### src/rtl/slp_pkg.sv
package slp_pkg;
  typedef enum logic [1:0] {
    ST_ACT  = 2'b00,
    ST_S3   = 2'b01,
    ST_S5   = 2'b10,
    ST_PEND = 2'b11
  } slp_st_t;
endpackage

### src/rtl/slp_tickcnt.sv
// Counts timebase ticks while run is high; done once N ticks are seen.
module slp_tickcnt #(
  parameter int N = 4
) (
  input  logic clk,
  input  logic rst,
  input  logic run,
  input  logic tick,
  output logic done
);
  localparam int W = $clog2(N + 1);
  localparam logic [W-1:0] LIM = W'(N);
  logic [W-1:0] cnt;

  always_ff @(posedge clk) begin
    if (rst || !run) cnt <= '0;
    else if (tick && cnt != LIM) cnt <= cnt + 1'b1;
  end

  assign done = (cnt == LIM);
endmodule

### src/rtl/slp_deglitch.sv
// Output follows the input only after N equal consecutive tick samples.
module slp_deglitch #(
  parameter int N = 4
) (
  input  logic clk,
  input  logic rst,
  input  logic tick,
  input  logic din,
  output logic dout
);
  logic [N-1:0] sh;

  always_ff @(posedge clk) begin
    if (rst) begin
      sh   <= '0;
      dout <= 1'b0;
    end else begin
      if (tick) sh <= {sh[N-2:0], din};
      if (&sh)       dout <= 1'b1;
      else if (~|sh) dout <= 1'b0;
    end
  end
endmodule

### src/rtl/slp_seq_ctrl.sv
module slp_seq_ctrl
  import slp_pkg::*;
#(
  parameter int DG_N       = 4,
  parameter int POR_TICKS  = 330,
  parameter int MSEL_TICKS = 300,
  parameter int ACT_TICKS  = 5000,
  parameter int SKEW_TICKS = 20,
  parameter int UV_TICKS   = 1
) (
  input  logic       clk,
  input  logic       rst,
  input  logic       tick,
  input  logic       stby_ok,
  input  logic       mon12_ok,
  input  logic       s3_req_n,
  input  logic       s5_req_n,
  input  logic       shdn,
  input  logic       ot_warn,
  input  logic       ot_crit,
  input  logic       uv_in,
  input  logic       cfg_a_in,
  input  logic       cfg_b_in,
  input  logic       mem_sel_in,
  output logic [1:0] state_o,
  output logic       por_done_o,
  output logic       pwr_good_o,
  output logic       mem_sel_o,
  output logic       en_main_o,
  output logic       en_mem_o,
  output logic       en_dual_a_o,
  output logic       en_dual_b_o,
  output logic       fault_o
);
  slp_st_t st_q, st_d;
  logic s3_act, s5_act, por_q, shdn_q;
  logic msel_due, msel_taken, skew_done, uv_hit;
  logic cfg_a_q, cfg_b_q;
  logic sleep_entry, cfg_load, force_off;

  // timers sharing one counter design
  slp_tickcnt #(.N(POR_TICKS)) u_por (
    .clk(clk), .rst(rst), .run(stby_ok), .tick(tick), .done(por_done_o));
  slp_tickcnt #(.N(MSEL_TICKS)) u_msel (
    .clk(clk), .rst(rst), .run(por_done_o), .tick(tick), .done(msel_due));
  slp_tickcnt #(.N(ACT_TICKS)) u_act (
    .clk(clk), .rst(rst), .run(mon12_ok), .tick(tick), .done(pwr_good_o));
  slp_tickcnt #(.N(SKEW_TICKS)) u_skew (
    .clk(clk), .rst(rst), .run(st_q == ST_PEND), .tick(tick), .done(skew_done));
  slp_tickcnt #(.N(UV_TICKS)) u_uv (
    .clk(clk), .rst(rst), .run(uv_in && por_done_o && !shdn), .tick(tick),
    .done(uv_hit));

  slp_deglitch #(.N(DG_N)) u_dg (
    .clk(clk), .rst(rst || !por_done_o), .tick(tick), .din(!s3_req_n),
    .dout(s3_act));

  always_ff @(posedge clk) begin
    if (rst) begin
      s5_act <= 1'b0;
      por_q  <= 1'b0;
      shdn_q <= 1'b0;
    end else begin
      s5_act <= !s5_req_n;
      por_q  <= por_done_o;
      shdn_q <= shdn;
    end
  end

  // state decode; the pending state waits out the request skew
  always_comb begin
    st_d = st_q;
    unique case (st_q)
      ST_ACT:  if (s5_act) st_d = ST_S5;
               else if (s3_act) st_d = ST_PEND;
      ST_PEND: if (s5_act) st_d = ST_S5;
               else if (!s3_act) st_d = ST_ACT;
               else if (skew_done) st_d = ST_S3;
      ST_S3:   if (!s3_act) st_d = ST_ACT;
      ST_S5:   if (!s5_act) st_d = ST_ACT;
      default: st_d = ST_ACT;
    endcase
  end

  always_ff @(posedge clk) begin
    if (rst || !por_done_o) st_q <= ST_ACT;
    else st_q <= st_d;
  end

  assign state_o = (st_q == ST_PEND) ? ST_ACT : st_q;

  // configuration capture points
  assign sleep_entry = (st_q == ST_ACT || st_q == ST_PEND) &&
                       (st_d == ST_S3 || st_d == ST_S5) && por_done_o;
  assign cfg_load = sleep_entry || (por_done_o && !por_q) || (shdn_q && !shdn);

  always_ff @(posedge clk) begin
    if (rst) begin
      cfg_a_q <= 1'b0;
      cfg_b_q <= 1'b0;
    end else if (cfg_load) begin
      cfg_a_q <= cfg_a_in;
      cfg_b_q <= cfg_b_in;
    end
  end

  // memory-voltage select, taken once per reset release
  always_ff @(posedge clk) begin
    if (rst || !por_done_o) begin
      mem_sel_o  <= 1'b0;
      msel_taken <= 1'b0;
    end else if (msel_due && !msel_taken) begin
      mem_sel_o  <= mem_sel_in;
      msel_taken <= 1'b1;
    end
  end

  // registered rail enables
  assign force_off = shdn || ot_crit || !por_done_o;

  always_ff @(posedge clk) begin
    if (rst || force_off) begin
      {en_main_o, en_mem_o, en_dual_a_o, en_dual_b_o} <= 4'b0000;
    end else begin
      unique case (state_o)
        ST_S3:   {en_main_o, en_mem_o, en_dual_a_o, en_dual_b_o} <= {2'b01, cfg_a_q, cfg_b_q};
        ST_S5:   {en_main_o, en_mem_o, en_dual_a_o, en_dual_b_o} <= {2'b00, cfg_a_q, 1'b0};
        default: {en_main_o, en_mem_o, en_dual_a_o, en_dual_b_o} <= 4'b1111;
      endcase
    end
  end

  // sticky fault flag
  always_ff @(posedge clk) begin
    if (rst || shdn || !por_done_o) fault_o <= 1'b0;
    else if (uv_hit || ot_warn || ot_crit) fault_o <= 1'b1;
  end
endmodule

### config.mk
export PLATFORM = sky130hd
export DESIGN_NAME = slp_seq_ctrl
export DESIGN_NICKNAME = d
export VERILOG_FILES = /design/src/rtl/slp_pkg.sv /design/src/rtl/slp_tickcnt.sv /design/src/rtl/slp_deglitch.sv /design/src/rtl/slp_seq_ctrl.sv
export SDC_FILE = /design/constraint.sdc
export NUM_CORES = 1
export LEC_CHECK = 0
export BUFFER_PORTS_ARGS = -buffer_cell sky130_fd_sc_hd__buf_2
export CORE_ASPECT_RATIO = 1.4
export CORE_MARGIN = 1
export CORE_UTILIZATION = 63
export DETAILED_ROUTE_END_ITERATION = 7
export PLACE_DENSITY = 0.88
export SLEW_MARGIN = 10
export SYNTH_ARGS = -nofsm -noshare
export SYNTH_HDL_FRONTEND = slang
export SYNTH_HIERARCHICAL = 1
export SYNTH_SLANG_ARGS = --single-unit
### constraint.sdc
create_clock -name clk -period 5.3 [get_ports clk]
set_input_delay 0.795 -clock clk [delete_from_list [all_inputs] [get_ports clk]]
set_output_delay 0.795 -clock clk [all_outputs]
set_load 0.05 [all_outputs]
======== Word-level counts from Yosys, hierarchy flattened ========
Cells that the tools add are included.
operators by class
  add/sub/neg operators ................... 5
  eq/ne operators ......................... 16
  mux-type cells .......................... 15
  bitwise gates (word level) .............. 1
  reductions and logical operators ........ 42
operators with widths
  operator               number
  $add 9x1->9 const B    2
  $eq 9x9->1 const B     2
  $ne 9x9->1 const B     2
  $logic_or 1x1->1       16
  $mux 2                 8
  $add 13x1->13 const B  1
  $eq 13x13->1 const B   1
  $ne 13x13->1 const B   1
  $logic_and 1x1->1      12
  $logic_not 1->1        10
  $eq 2x2->1 const B     4
  $pmux 2 s4             1
  $eq 2x1->1 const B     3
  $add 5x1->5 const B    1
  $eq 5x5->1 const B     1
  $mux 1                 5
  $ne 5x5->1 const B     1
  $reduce_and 4->1       1
  $reduce_or 4->1        1
  $logic_not 2->1        1
  $ne 2x1->1 const B     1
  $pmux 1 s2             1
  $reduce_or 2->1        1
  $add 1x1->1 const B    1
  $not 1->1              1
word-level totals
  register bits ........................... 56
  bits of input ports ..................... 14
  output and inout port bits .............. 10
  logic and storage cells ................. 99

======== Longest topological paths before layout ========
Gate-level depths: netlist of the first run.
  depth in word-level cells ............... 11
  mapped depth ............................ 10
  mapped depth without buffers ............ 10

======== Modules after synthesis ========
Netlist of the first run, hierarchy kept.
by module, submodules not included
  module                 instances  cells each  area each (um^2)  sequential area each (um^2)
  slp_tickcnt at u_act   1          73          639.4             260.2
  slp_seq_ctrl           1          69          628.1             280.3
  slp_tickcnt at u_msel  1          50          461.7             180.2
  slp_tickcnt at u_por   1          52          456.7             180.2
  slp_tickcnt at u_skew  1          29          260.2             100.1
  slp_deglitch           1          17          187.7             100.1
  slp_tickcnt at u_uv    1          3           36.3              20.0

======== Least setup slack after synthesis of the first run ========
OpenSTA, ideal clock, no wires.
  path type ............................... reg-to-output
  start ................................... register u_act.cnt[5]
  end ..................................... output pwr_good_o
  arrival ................................. 2.470 ns
  required time ........................... 4.505 ns
  setup slack ............................. 2.035 ns
  stages on the path, launching flop included .. 3
  path buffers ............................ 0
  cells stage by stage .................... dfxtp_1 > or4b_4 > nor4_1
between the ends
  word-level cells in the longest chain between the ends .. 1
RTL lines
  what                    line                RTL
  start, declared         slp_tickcnt.sv:13   logic [W-1:0] cnt;
  start signal, assigned  slp_tickcnt.sv:17   else if (tick && cnt != LIM) cnt <= cnt + 1'b1;
  $eq 13x13->1            slp_tickcnt.sv:20   assign done = (cnt == LIM);
  end, declared           slp_seq_ctrl.sv:27  output logic pwr_good_o,
Every way passes these cells.

======== Worst setup path after layout of the first run ========
Same ends and word-level chain as after synthesis.

==> flow_summary.json, run 1 <==
{
  "rows": 27,
  "p_leak_nw": 1.12,
  "worstSkewPairLatency_ns": 0.31,
  "timing.max_slew.rel_slack_pct": 61.5,
  "h-tree-depth": 2,
  "cts_sinks": 56,
  "grt_pass1_wl_mm": 8.94,
  "timing_max_transition_violations_final": 0,
  "met2RoutedLength_mm": 2.69,
  "overflow": 0,
  "fmaxAchievable_ghz": 0.369,
  "critical_path_buf_inv_count": 1,
  "worst_pin_slew_ns": 0.578,
  "cts_root_buf": "sky130_fd_sc_hd__clkbuf_8",
  "timing.critical_path.from_type": "flop",
  "async_flop_share_pct": 0,
  "count_of_buffers_added_by_post_cts_timing_repair_for_setup": 0,
  "hold_path_end": "en_dual_a_o$_SDFF_PP0_",
  "fin_crit_ns": 2.71,
  "reg2regPathDepth": 10,
  "setup.worst_path.class": "reg2out",
  "worst-endpoint-arrival_ns": 1.92,
  "layout_setup_ws_ns": 2.59,
  "post_synth_inst_count": 293,
  "initial_antenna_violation_count": 0,
  "dp.cells": 355,
  "finish.net_count": 346,
  "total_chip_power_uw": 690,
  "routedLengthMet1_mm": 2.08,
  "drcViolationCount": 2,
  "area.growth.synth_to_final_pct": 9.23,
  "crit-reg2reg-capture": "cfg_a_q$_SDFFE_PP0P_",
  "postSynthNetCount": 320,
  "hp-start": "cfg_a_q$_SDFFE_PP0P_",
  "drt_pass1_iterations": 6,
  "ys_types": 50,
  "critical_path_required_ns": 4.51,
  "finalHoldViolCount": 0,
  "synth.top_cell.area_share_pct": 42.0,
  "synth_area_leaders": "sky130_fd_sc_hd__dfxtp_1 42%, sky130_fd_sc_hd__ha_1 6.1%, sky130_fd_sc_hd__nor2_1 4.5%",
  "hpwlAfterDp_mm": 3.69,
  "drv_cap": 0,
  "initial_core_utilization_pct": 67.0,
  "synth-seq-area-share_pct": 42.0,
  "global_route.usage.total_pct": 25.0,
  "portBuffers": 23,
  "failed_checks": "DRC",
  "met3WireLength_um": 136,
  "gpl.final_weighted_congestion": 0.813,
  "hold_buffers": 0,
  "clkTransAtPathRegs_ns": 0.09,
  "synth-edff-count": 0,
  "average_cell_area_after_synthesis_um2": 9.11,
  "yosys_reg_bits": 56,
  "maxUsedRoutingLayer": "met4",
  "cp_cell_sequence": "or4b_4 -> nor4_1 -> buf_2",
  "outcome": "finished, violations left",
  "final_antenna_net_count": 0,
  "vdd.ir_drop.worst_v": 0.000220,
  "design.core.area_um2": 3990,
  "yosys.area.top_type": "sky130_fd_sc_hd__dfxtp_1",
  "layout.cells.most_common": "sky130_fd_sc_hd__dfxtp_1",
  "syn_area_um2": 2670,
  "clock-skew-final_ns": 0.00669,
  "antenna-diode-count": 0,
  "route.detailed.vias_per_inst": 5.91,
  "rsz0062_at_grt": "false",
  "tritoncts.num_buffers": 5,
  "rrSetupSlack_ns": 2.95,
  "preCtsSetupSlack_ns": 2.92,
  "grt_start_max_net_pins": 28,
  "fin_hold_ws_ns": 0.454,
  "timing.critical_path.to_type": "output port",
  "critPathMaxFanout": 5,
  "vias_in_the_first_global_route": 2059,
  "drive_gt1_share_pct": 15.9,
  "die-area_um2": 4510,
  "die_y_um": 79.0,
  "postRouteWirelength_mm": 5.00,
  "drt-wirelength-per-cell_um": 13.8,
  "final_cells": 363,
  "detailed_place.area_um2": 2820,
  "boundaryPins": 24,
  "synth-warning-count": 6,
  "via_count": 2147,
  "final_min_period_over_clock_period_pct": 51.2,
  "pwr_density_cell_nw_per_um2": 237,
  "holdPathStages": 2,
  "die_w_um": 57.0,
  "clk_path_buf_depth": 2,
  "crit_path_top_delay_cell": "sky130_fd_sc_hd__or4b_4",
  "path_delay_family": "simple AND/OR/NAND/NOR gates",
  "most-common-layout-cells": "56 x sky130_fd_sc_hd__dfxtp_1, 32 x sky130_fd_sc_hd__nor2_1, 23 x sky130_fd_sc_hd__buf_2",
  "dominantRegCellSynth": "sky130_fd_sc_hd__dfxtp_1",
  "layout.core_utilization_pct": 73.2,
  "final_design_area_no_fill_um2": 2920,
  "worst_hold_class": "reg2reg",
  "worst_path_largest_cell_delay_ns": 0.57,
  "setup_viol": 0,
  "timing.rr.start": "u_skew/cnt[0]$_SDFFE_PP0P_",
  "number_of_gates_resized_after_cts": 0,
  "drt_iter0_markers": 197,
  "fin_tns_setup_ns": 0,
  "cts_tree": "built"
}
flip-flops by register name, summed over array words and instances (netlist names), 2 cells and up:
register	count
st_q	2
u_act/cnt	13
u_dg/sh	4
u_msel/cnt	9
u_por/cnt	9
u_skew/cnt	5
final cells by class:
| type | count | area [um2] |
|---|---|---|
| Clock buffer | 7 | 86.3 |
| Fill cell | 285 | 1070 |
| Inverter | 19 | 72.6 |
| Tap cell | 43 | 53.8 |
| Multi-Input combinational cell | 214 | 1460 |
| Clock inverter | 1 | 7.51 |
| Sequential cell | 56 | 1120 |
| Timing Repair Buffer | 23 | 115 |
worst max path at each step:
stage	start	end	slack, ns	cells after the start
CTS	u_act/cnt[5]$_SDFFE_PP0P_	pwr_good_o	2.57	3
floorplan	u_act/cnt[5]$_SDFFE_PP0P_	pwr_good_o	2.04	2
detailed placement	u_act/cnt[5]$_SDFFE_PP0P_	pwr_good_o	2.92	3
global route	u_act/cnt[5]$_SDFFE_PP0P_	pwr_good_o	2.45	3
global placement	u_act/cnt[5]$_SDFFE_PP0P_	pwr_good_o	3.01	3
finish	u_act/cnt[5]$_SDFFE_PP0P_	pwr_good_o	2.59	3
power breakdown:
part	leakage, nW	switching, mW	internal [mW]
clock network	0.0445	0.131	0.106
logic	0.625	0.0157	0.0120
registers	0.452	0.00212	0.423
cell families (layout without fill, tap and decap cells):
group | Yosys count | in the layout | share of synthesized area (%)
AOI/OAI and AO/OA | 52 | 52 | 13.6
xor gates and xnor gates | 15 | 15 | 4.92
adders and majority gates | 13 | 13 | 6.09
buffers and inverters | 23 | 50 | 3.33
DFF | 56 | 56 | 42.0
muxes | 9 | 9 | 3.42
and+or+nand+nor | 125 | 125 | 26.7
cells in the mapped netlist, types with 3 or more instances:
master                     number
sky130_fd_sc_hd__xnor2_1        8
sky130_fd_sc_hd__xor2_1         7
sky130_fd_sc_hd__inv_1         18
sky130_fd_sc_hd__nor2_1        32
sky130_fd_sc_hd__nand2b_1      11
sky130_fd_sc_hd__nand4_1       14
sky130_fd_sc_hd__nand3_1       10
sky130_fd_sc_hd__or3_1          9
sky130_fd_sc_hd__a21oi_1       20
sky130_fd_sc_hd__nor4_1         4
sky130_fd_sc_hd__nand2_1       16
sky130_fd_sc_hd__nor2b_1        3
sky130_fd_sc_hd__dfxtp_1       56
sky130_fd_sc_hd__mux2i_1        8
sky130_fd_sc_hd__clkbuf_1       3
sky130_fd_sc_hd__o21ai_0       14
sky130_fd_sc_hd__ha_1          13
sky130_fd_sc_hd__nor3_1         4
metal layers:
| layer | GRT usage (%) | vias up |
|---|---|---|
| met2 | 44.6 | 30 |
| met5 | 0 | - |
| met3 | 4.56 | 7 |
| li1 | - | 1088 |
| met1 | 28.8 | 1022 |
| met4 | 11.0 | 0 |
worst min-delay path, stage by stage (launching register included):
cell,delay (ns)
sky130_fd_sc_hd__dfxtp_1,0.32
sky130_fd_sc_hd__inv_1,0.05
sky130_fd_sc_hd__a21oi_1,0.05
Note: power is estimated with default switching activity, not from simulation.
==> inputs of run 2 (changes only) <==
--- a/config.mk
+++ b/config.mk
@@ -8,9 +8,9 @@
 export BUFFER_PORTS_ARGS = -buffer_cell sky130_fd_sc_hd__buf_2
 export CORE_ASPECT_RATIO = 1.4
 export CORE_MARGIN = 1
-export CORE_UTILIZATION = 63
+export CORE_UTILIZATION = 53
 export DETAILED_ROUTE_END_ITERATION = 7
-export PLACE_DENSITY = 0.88
+export PLACE_DENSITY = 0.79
 export SLEW_MARGIN = 10
 export SYNTH_ARGS = -nofsm -noshare
 export SYNTH_HDL_FRONTEND = slang
==> constraint.sdc (replaced) <==
create_clock -name clk -period 2.4 [get_ports clk]
set_input_delay 0.36 -clock clk [delete_from_list [all_inputs] [get_ports clk]]
set_output_delay 0.36 -clock clk [all_outputs]
set_load 0.05 [all_outputs]
==> run 2 against run 1 <==
Highest routed layer unchanged. Final cell count increased by 6.6%. Combinational power increased by 130%. Via count grew 0.70%. Setup slack worse by 2.4 ns. First-iteration DRC count down 46%. Hold slack lost 0.26 ns. The flow now finishes without violations. Clock-buffer cell count shrank 1. Register-to-register slack worse by 2.7 ns. Non-clock buffer count increased by 4. Critical endpoint unchanged. Utilization is 12 points lower.
==> flow_summary.json, run 2 (same netlist as run 1, synthesis figures left out) <==
{
  "layout.cells.most_common": "sky130_fd_sc_hd__dfxtp_1",
  "drv_cap": 0,
  "hp-start": "s5_req_n",
  "drcViolationCount": 0,
  "seq_power_share_pct": 63.4,
  "final_antenna_net_count": 0,
  "finalHoldViolCount": 0,
  "antenna-diode-count": 0,
  "layout_top_registers": "u_act/cnt x13, u_msel/cnt x9, u_por/cnt x9",
  "detailed_place.area_um2": 2880,
  "crit_path_top_delay_cell": "sky130_fd_sc_hd__or4b_4",
  "preCtsSetupSlack_ns": 0.159,
  "via_count": 2162,
  "hpwlAfterDp_mm": 3.72,
  "clkTransAtPathRegs_ns": 0.09,
  "setup.worst_path.class": "reg2out",
  "drt-wirelength-per-cell_um": 13.1,
  "gpl.final_weighted_congestion": 0.892,
  "portBuffers": 23,
  "finish.net_count": 350,
  "die_w_um": 62.0,
  "rsz0062_at_grt": "false",
  "share_comb_of_total_power_pct": 4.2,
  "holdPathStages": 2,
  "clk_path_buf_depth": 2,
  "fmaxAchievable_ghz": 0.455,
  "outcome": "completed",
  "n_fill_cell": 426,
  "total_chip_power_mw": 1.48,
  "cts_sinks": 56,
  "die-area_um2": 5330,
  "clkPwrFrac_pct": 32.4,
  "crit-reg2reg-capture": "cfg_a_q$_SDFFE_PP0P_",
  "area.growth.synth_to_final_pct": 11.0,
  "vias_in_the_first_global_route": 1954,
  "final_min_period_over_clock_period_pct": 91.6,
  "critical_path_required_ns": 2.04,
  "h-tree-depth": 2,
  "hold_buffers": 0,
  "largest_reg_flops": 13,
  "worstSkewPairLatency_ns": 0.31,
  "timing.max_slew.rel_slack_pct": 66.3,
  "setup_viol": 0,
  "internal_cell_power_mw": 1.16,
  "postRouteWirelength_mm": 5.05,
  "final_cells": 387,
  "grt_start_max_net_pins": 16,
  "swShare_pct": 21.6,
  "final_design_area_no_fill_um2": 2960,
  "cts_root_buf": "sky130_fd_sc_hd__clkbuf_8",
  "rows": 30,
  "pwr_density_cell_nw_per_um2": 500,
  "worst_hold_class": "in2reg",
  "drive_gt1_share_pct": 17.0,
  "register_area_um2": 1120,
  "initial_core_utilization_pct": 55.1,
  "design.core.area_um2": 4840,
  "timing.rr.start": "u_skew/cnt[0]$_SDFFE_PP0P_",
  "fin_tns_setup_ns": 0,
  "number_of_gates_resized_after_cts": 0,
  "vdd.ir_drop.worst_v": 0.000328,
  "layout_setup_ws_ns": 0.202,
  "clock-skew-final_ns": 0.00720,
  "tritoncts.num_buffers": 5,
  "initial_antenna_violation_count": 0,
  "route.detailed.vias_per_inst": 5.59,
  "boundaryPins": 24,
  "reg2regPathDepth": 11,
  "timing.critical_path.from_type": "flop",
  "grt_pass1_wl_mm": 8.09,
  "most-common-layout-cells": "56 x sky130_fd_sc_hd__dfxtp_1, 32 x sky130_fd_sc_hd__nor2_1, 23 x sky130_fd_sc_hd__buf_2",
  "worst_pin_slew_ns": 0.505,
  "fin_crit_ns": 2.20,
  "cts_tree": "built",
  "dp.cells": 379,
  "p_switching_uw": 320,
  "worst-endpoint-arrival_ns": 1.84,
  "critPathMaxFanout": 5,
  "timing.critical_path.to_type": "output port",
  "drt_iter0_markers": 107,
  "p_leak_nw": 1.14,
  "timing_max_transition_violations_final": 0,
  "die_y_um": 86.0,
  "worst_setup_path_startpoint": "u_act/cnt[5]$_SDFFE_PP0P_",
  "max_flop_register": "u_act/cnt",
  "worst_path_largest_cell_delay_ns": 0.58,
  "cp_cell_sequence": "or4b_4 -> nor4_2 -> buf_2",
  "hold_path_end": "s5_act$_SDFF_PP0_",
  "rrSetupSlack_ns": 0.22,
  "multi_input_area_um2": 1470,
  "drt_pass1_iterations": 4,
  "global_route.usage.total_pct": 20.1,
  "overflow": 0
}
==> run 2: changes by cell type in the layout (fill, tap and decap cells not counted), sizes merged <==
cell / before / now
clkinvlp: 1 / 0
clkinv: 1 / 2
clkbuf: 7 / 6
buf: 23 / 27
==> run 2: worst max path at each step <==
stage | endpoint | slack, ns
final | pwr_good_o | 0.20
after global routing | cfg_a_q$_SDFFE_PP0P_ | 0.05
after CTS | cfg_a_q$_SDFFE_PP0P_ | 0.13
after detailed placement | cfg_a_q$_SDFFE_PP0P_ | 0.16
after global placement | cfg_b_q$_SDFFE_PP0P_ | 0.27
after floorplan | u_act/cnt[2]$_SDFFE_PP0P_ | 0.14
==> run 2: repair_timing <==
item	4_1_cts	5_1_grt
setup endpoints to repair	0	2
buffers inserted	0	1
endpoints found under the hold margin	0	0
==> run 2: cell type report <==
| type | instances | share of cell area [%] |
|---|---|---|
| Inverter | 19 | 2.45 |
| Sequential cell | 56 | 37.8 |
| Clock buffer | 6 | 2.45 |
| Clock inverter | 1 | 0.169 |
| Tap cell | 64 | 2.70 |
| Timing Repair Buffer | 27 | 4.90 |
| Multi-Input combinational cell | 214 | 49.5 |
==> run 2: layer usage <==
layer  GRT usage (%)  part of all wire (%)  vias to the layer above
met5               0                     0                        -
met4            9.70                   2.6                        0
met3            4.83                   3.4                       17
met2            34.4                    51                       43
met1            22.4                    43                     1005
li1                -                     -                     1097
==> run 2: power groups by stage <==
stage / clock (mW) / sequential (mW) / combinational [mW]
2_1_floorplan: 0 / 0.959 / 0.0366
3_3_place_gp: 0 / 0.960 / 0.0606
3_5_place_dp: 0 / 0.961 / 0.0620
4_1_cts: 0.502 / 0.939 / 0.0623
5_1_grt: 0.533 / 0.940 / 0.0697
6_report: 0.480 / 0.939 / 0.0627
==> run 2: critical path, delay by kind of cell (launching register included) <==
kind	cells	cell delay (ns)
flip-flops	1	0.35
AND/OR/NAND/NOR	2	0.87
buffers and inverters	1	0.31
==> run 2: per-stage QoR <==
step	util, %	hold slack [ns]
final	61.2	0.191
after CTS	61.0	0.177
after global routing	61.2	0.190
after global placement	59.4	0.436
after detailed placement	59.4	0.449
after floorplan	-	0.426
==> inputs of run 3 (changes only) <==
--- a/config.mk
+++ b/config.mk
@@ -8,9 +8,9 @@
 export BUFFER_PORTS_ARGS = -buffer_cell sky130_fd_sc_hd__buf_2
 export CORE_ASPECT_RATIO = 1.4
 export CORE_MARGIN = 1
-export CORE_UTILIZATION = 53
+export CORE_UTILIZATION = 59
 export DETAILED_ROUTE_END_ITERATION = 7
-export PLACE_DENSITY = 0.79
+export PLACE_DENSITY = 0.83
 export SLEW_MARGIN = 10
 export SYNTH_ARGS = -nofsm -noshare
 export SYNTH_HDL_FRONTEND = slang
==> constraint.sdc (replaced) <==
create_clock -name clk -period 2.05 [get_ports clk]
set_input_delay 0.3075 -clock clk [delete_from_list [all_inputs] [get_ports clk]]
set_output_delay 0.3075 -clock clk [all_outputs]
set_load 0.05 [all_outputs]
==> run 3 against run 2 <==
Cell area is 4.6% higher. Critical path depth grew 8. Clock skew increased by 0.00097 ns. Wire length is 0.46% higher. Largest cell class unchanged.
==> flow_summary.json, run 3 (same netlist as run 1, synthesis figures left out) <==
{
  "outcome": "completed",
  "cts_tree": "built",
  "dp.cells": 382,
  "grt_pass1_wl_mm": 8.44,
  "max_flop_register": "u_act/cnt",
  "rrSetupSlack_ns": 0.05,
  "drt_pass1_iterations": 4,
  "gpl.final_weighted_congestion": 0.821,
  "most-common-layout-cells": "51 x sky130_fd_sc_hd__dfxtp_1, 32 x sky130_fd_sc_hd__nor2_1, 22 x sky130_fd_sc_hd__buf_2",
  "setup_viol": 0,
  "worstSkewPairLatency_ns": 0.31,
  "swShare_pct": 22.2,
  "largest_reg_flops": 13,
  "portBuffers": 23,
  "share_comb_of_total_power_pct": 4.1,
  "hp-start": "s5_req_n",
  "fmaxAchievable_ghz": 0.500,
  "overflow": 0,
  "fin_crit_ns": 2.00,
  "cts_root_buf": "sky130_fd_sc_hd__clkbuf_8",
  "grt_start_max_net_pins": 18,
  "reg2regPathDepth": 11,
  "timing.max_slew.rel_slack_pct": 69.4,
  "die_y_um": 81.6,
  "boundaryPins": 24,
  "total_chip_power_mw": 1.80,
  "setup.worst_path.class": "reg2reg",
  "worst-endpoint-arrival_ns": 2.25,
  "vias_in_the_first_global_route": 2051,
  "clkTransAtPathRegs_ns": 0.10,
  "design.core.area_um2": 4270,
  "holdPathStages": 2,
  "layout_top_registers": "u_act/cnt x13, u_msel/cnt x9, u_por/cnt x9",
  "final_cells": 391,
  "global_route.usage.total_pct": 23.1,
  "route.detailed.vias_per_inst": 5.65,
  "drv_cap": 0,
  "rsz0062_at_grt": "true",
  "timing.rr.start": "u_skew/cnt[0]$_SDFFE_PP0P_",
  "rows": 28,
  "seq_power_share_pct": 61.1,
  "pwr_density_cell_nw_per_um2": 581,
  "cts_sinks": 56,
  "worst_hold_class": "in2reg",
  "die_w_um": 58.9,
  "initial_core_utilization_pct": 62.5,
  "finish.net_count": 357,
  "drive_gt1_share_pct": 23.3,
  "clock-skew-final_ns": 0.00818,
  "drt-wirelength-per-cell_um": 13.0,
  "critical_path_required_ns": 2.30,
  "critPathMaxFanout": 3,
  "hold_path_end": "s5_act$_SDFF_PP0_",
  "initial_antenna_violation_count": 0,
  "timing.critical_path.to_type": "flop",
  "drt_iter0_markers": 54,
  "layout.cells.most_common": "sky130_fd_sc_hd__dfxtp_1",
  "vdd.ir_drop.worst_v": 0.000422,
  "area.growth.synth_to_final_pct": 16.1,
  "p_switching_uw": 400,
  "via_count": 2208,
  "final_min_period_over_clock_period_pct": 97.6,
  "finalHoldViolCount": 0,
  "timing_max_transition_violations_final": 0,
  "postRouteWirelength_mm": 5.08,
  "h-tree-depth": 2,
  "internal_cell_power_mw": 1.40,
  "worst_pin_slew_ns": 0.454,
  "timing.critical_path.from_type": "flop",
  "final_antenna_net_count": 0,
  "n_fill_cell": 358,
  "hpwlAfterDp_mm": 3.75,
  "tritoncts.num_buffers": 5,
  "p_leak_nw": 1.21,
  "drcViolationCount": 0,
  "antenna-diode-count": 0,
  "clkPwrFrac_pct": 34.8,
  "crit-reg2reg-capture": "cfg_a_q$_SDFFE_PP0P_",
  "clk_path_buf_depth": 2,
  "die-area_um2": 4800
}
==> run 3: worst max path at each step <==
stage | slack (ns) | start | endpoint
6_report | 0.05 | u_skew/cnt[0]$_SDFFE_PP0P_ | cfg_a_q$_SDFFE_PP0P_
5_1_grt | -0.08 | u_skew/cnt[1]$_SDFFE_PP0P_ | cfg_b_q$_SDFFE_PP0P_
4_1_cts | -0.002 | u_skew/cnt[0]$_SDFFE_PP0P_ | cfg_a_q$_SDFFE_PP0P_
3_5_place_dp | -0.06 | u_skew/cnt[0]$_SDFFE_PP0P_ | cfg_a_q$_SDFFE_PP0P_
3_3_place_gp | 0.06 | u_skew/cnt[0]$_SDFFE_PP0P_ | cfg_b_q$_SDFFE_PP0P_
2_1_floorplan | 0.03 | st_q[0]$_SDFF_PP0_ | cfg_a_q$_SDFFE_PP0P_
==> run 3: power groups by stage <==
stage	clock network (mW)	registers, mW	logic [mW]
after detailed placement	0	1.12	0.0747
final	0.627	1.10	0.0740
after floorplan	0	1.12	0.0433
after global routing	0.688	1.10	0.0822
after global placement	0	1.12	0.0725
after CTS	0.641	1.10	0.0749
==> run 3: area by class of cell <==
type | count | area, um2 | share of cell area (%)
sequential | 56 | 1130 | 36.4
multi-input combinational | 214 | 1520 | 49.2
inverter | 19 | 72.6 | 2.34
clock buffer | 6 | 82.6 | 2.66
clock inverter | 2 | 15.0 | 0.484
tap | 60 | 75.1 | 2.42
timing repair buffer | 34 | 204 | 6.58
==> run 3: worst max-delay path, stage by stage, from the launching register on <==
cell	delay, ns
sky130_fd_sc_hd__dfxtp_2	0.34
sky130_fd_sc_hd__inv_2	0.07
sky130_fd_sc_hd__ha_4	0.13
sky130_fd_sc_hd__nand4b_4	0.10
sky130_fd_sc_hd__clkinv_2	0.08
sky130_fd_sc_hd__and3b_1	0.18
sky130_fd_sc_hd__o21ai_2	0.11
sky130_fd_sc_hd__nand4_1	0.14
sky130_fd_sc_hd__xnor2_1	0.16
sky130_fd_sc_hd__a222oi_1	0.28
sky130_fd_sc_hd__buf_4	0.18
sky130_fd_sc_hd__mux2i_1	0.17
==> run 3: repair_timing <==
item,in CTS,in global routing
pin swaps,6,3
endpoints found under the setup margin,3,2
buffers inserted,1,0
hold buffers,0,0
gates resized for setup,15,2
==> run 3: stage by stage <==
stage	util (%)	TNS (ns)	hold WS, ns	worst slack (ns)	instance area [um2]
floorplan	-	0	0.374	0.0333	2700
global placement	69.0	0	0.443	0.0571	2950
detailed placement	69.0	-0.0926	0.450	-0.0601	2950
CTS	72.4	-0.00198	0.140	-0.00198	3100
global route	72.5	-0.151	0.124	-0.0783	3100
finish	72.5	0	0.145	0.0483	3100
==> run 3: per-layer routing <==
metal	share of wire (%)	up-vias	global-route usage [%]
li1	-	1114	-
met1	41	1047	23.2
met3	2.9	4	5.51
met5	0	-	0
met2	55	43	44.4
met4	0.75	0	9.29
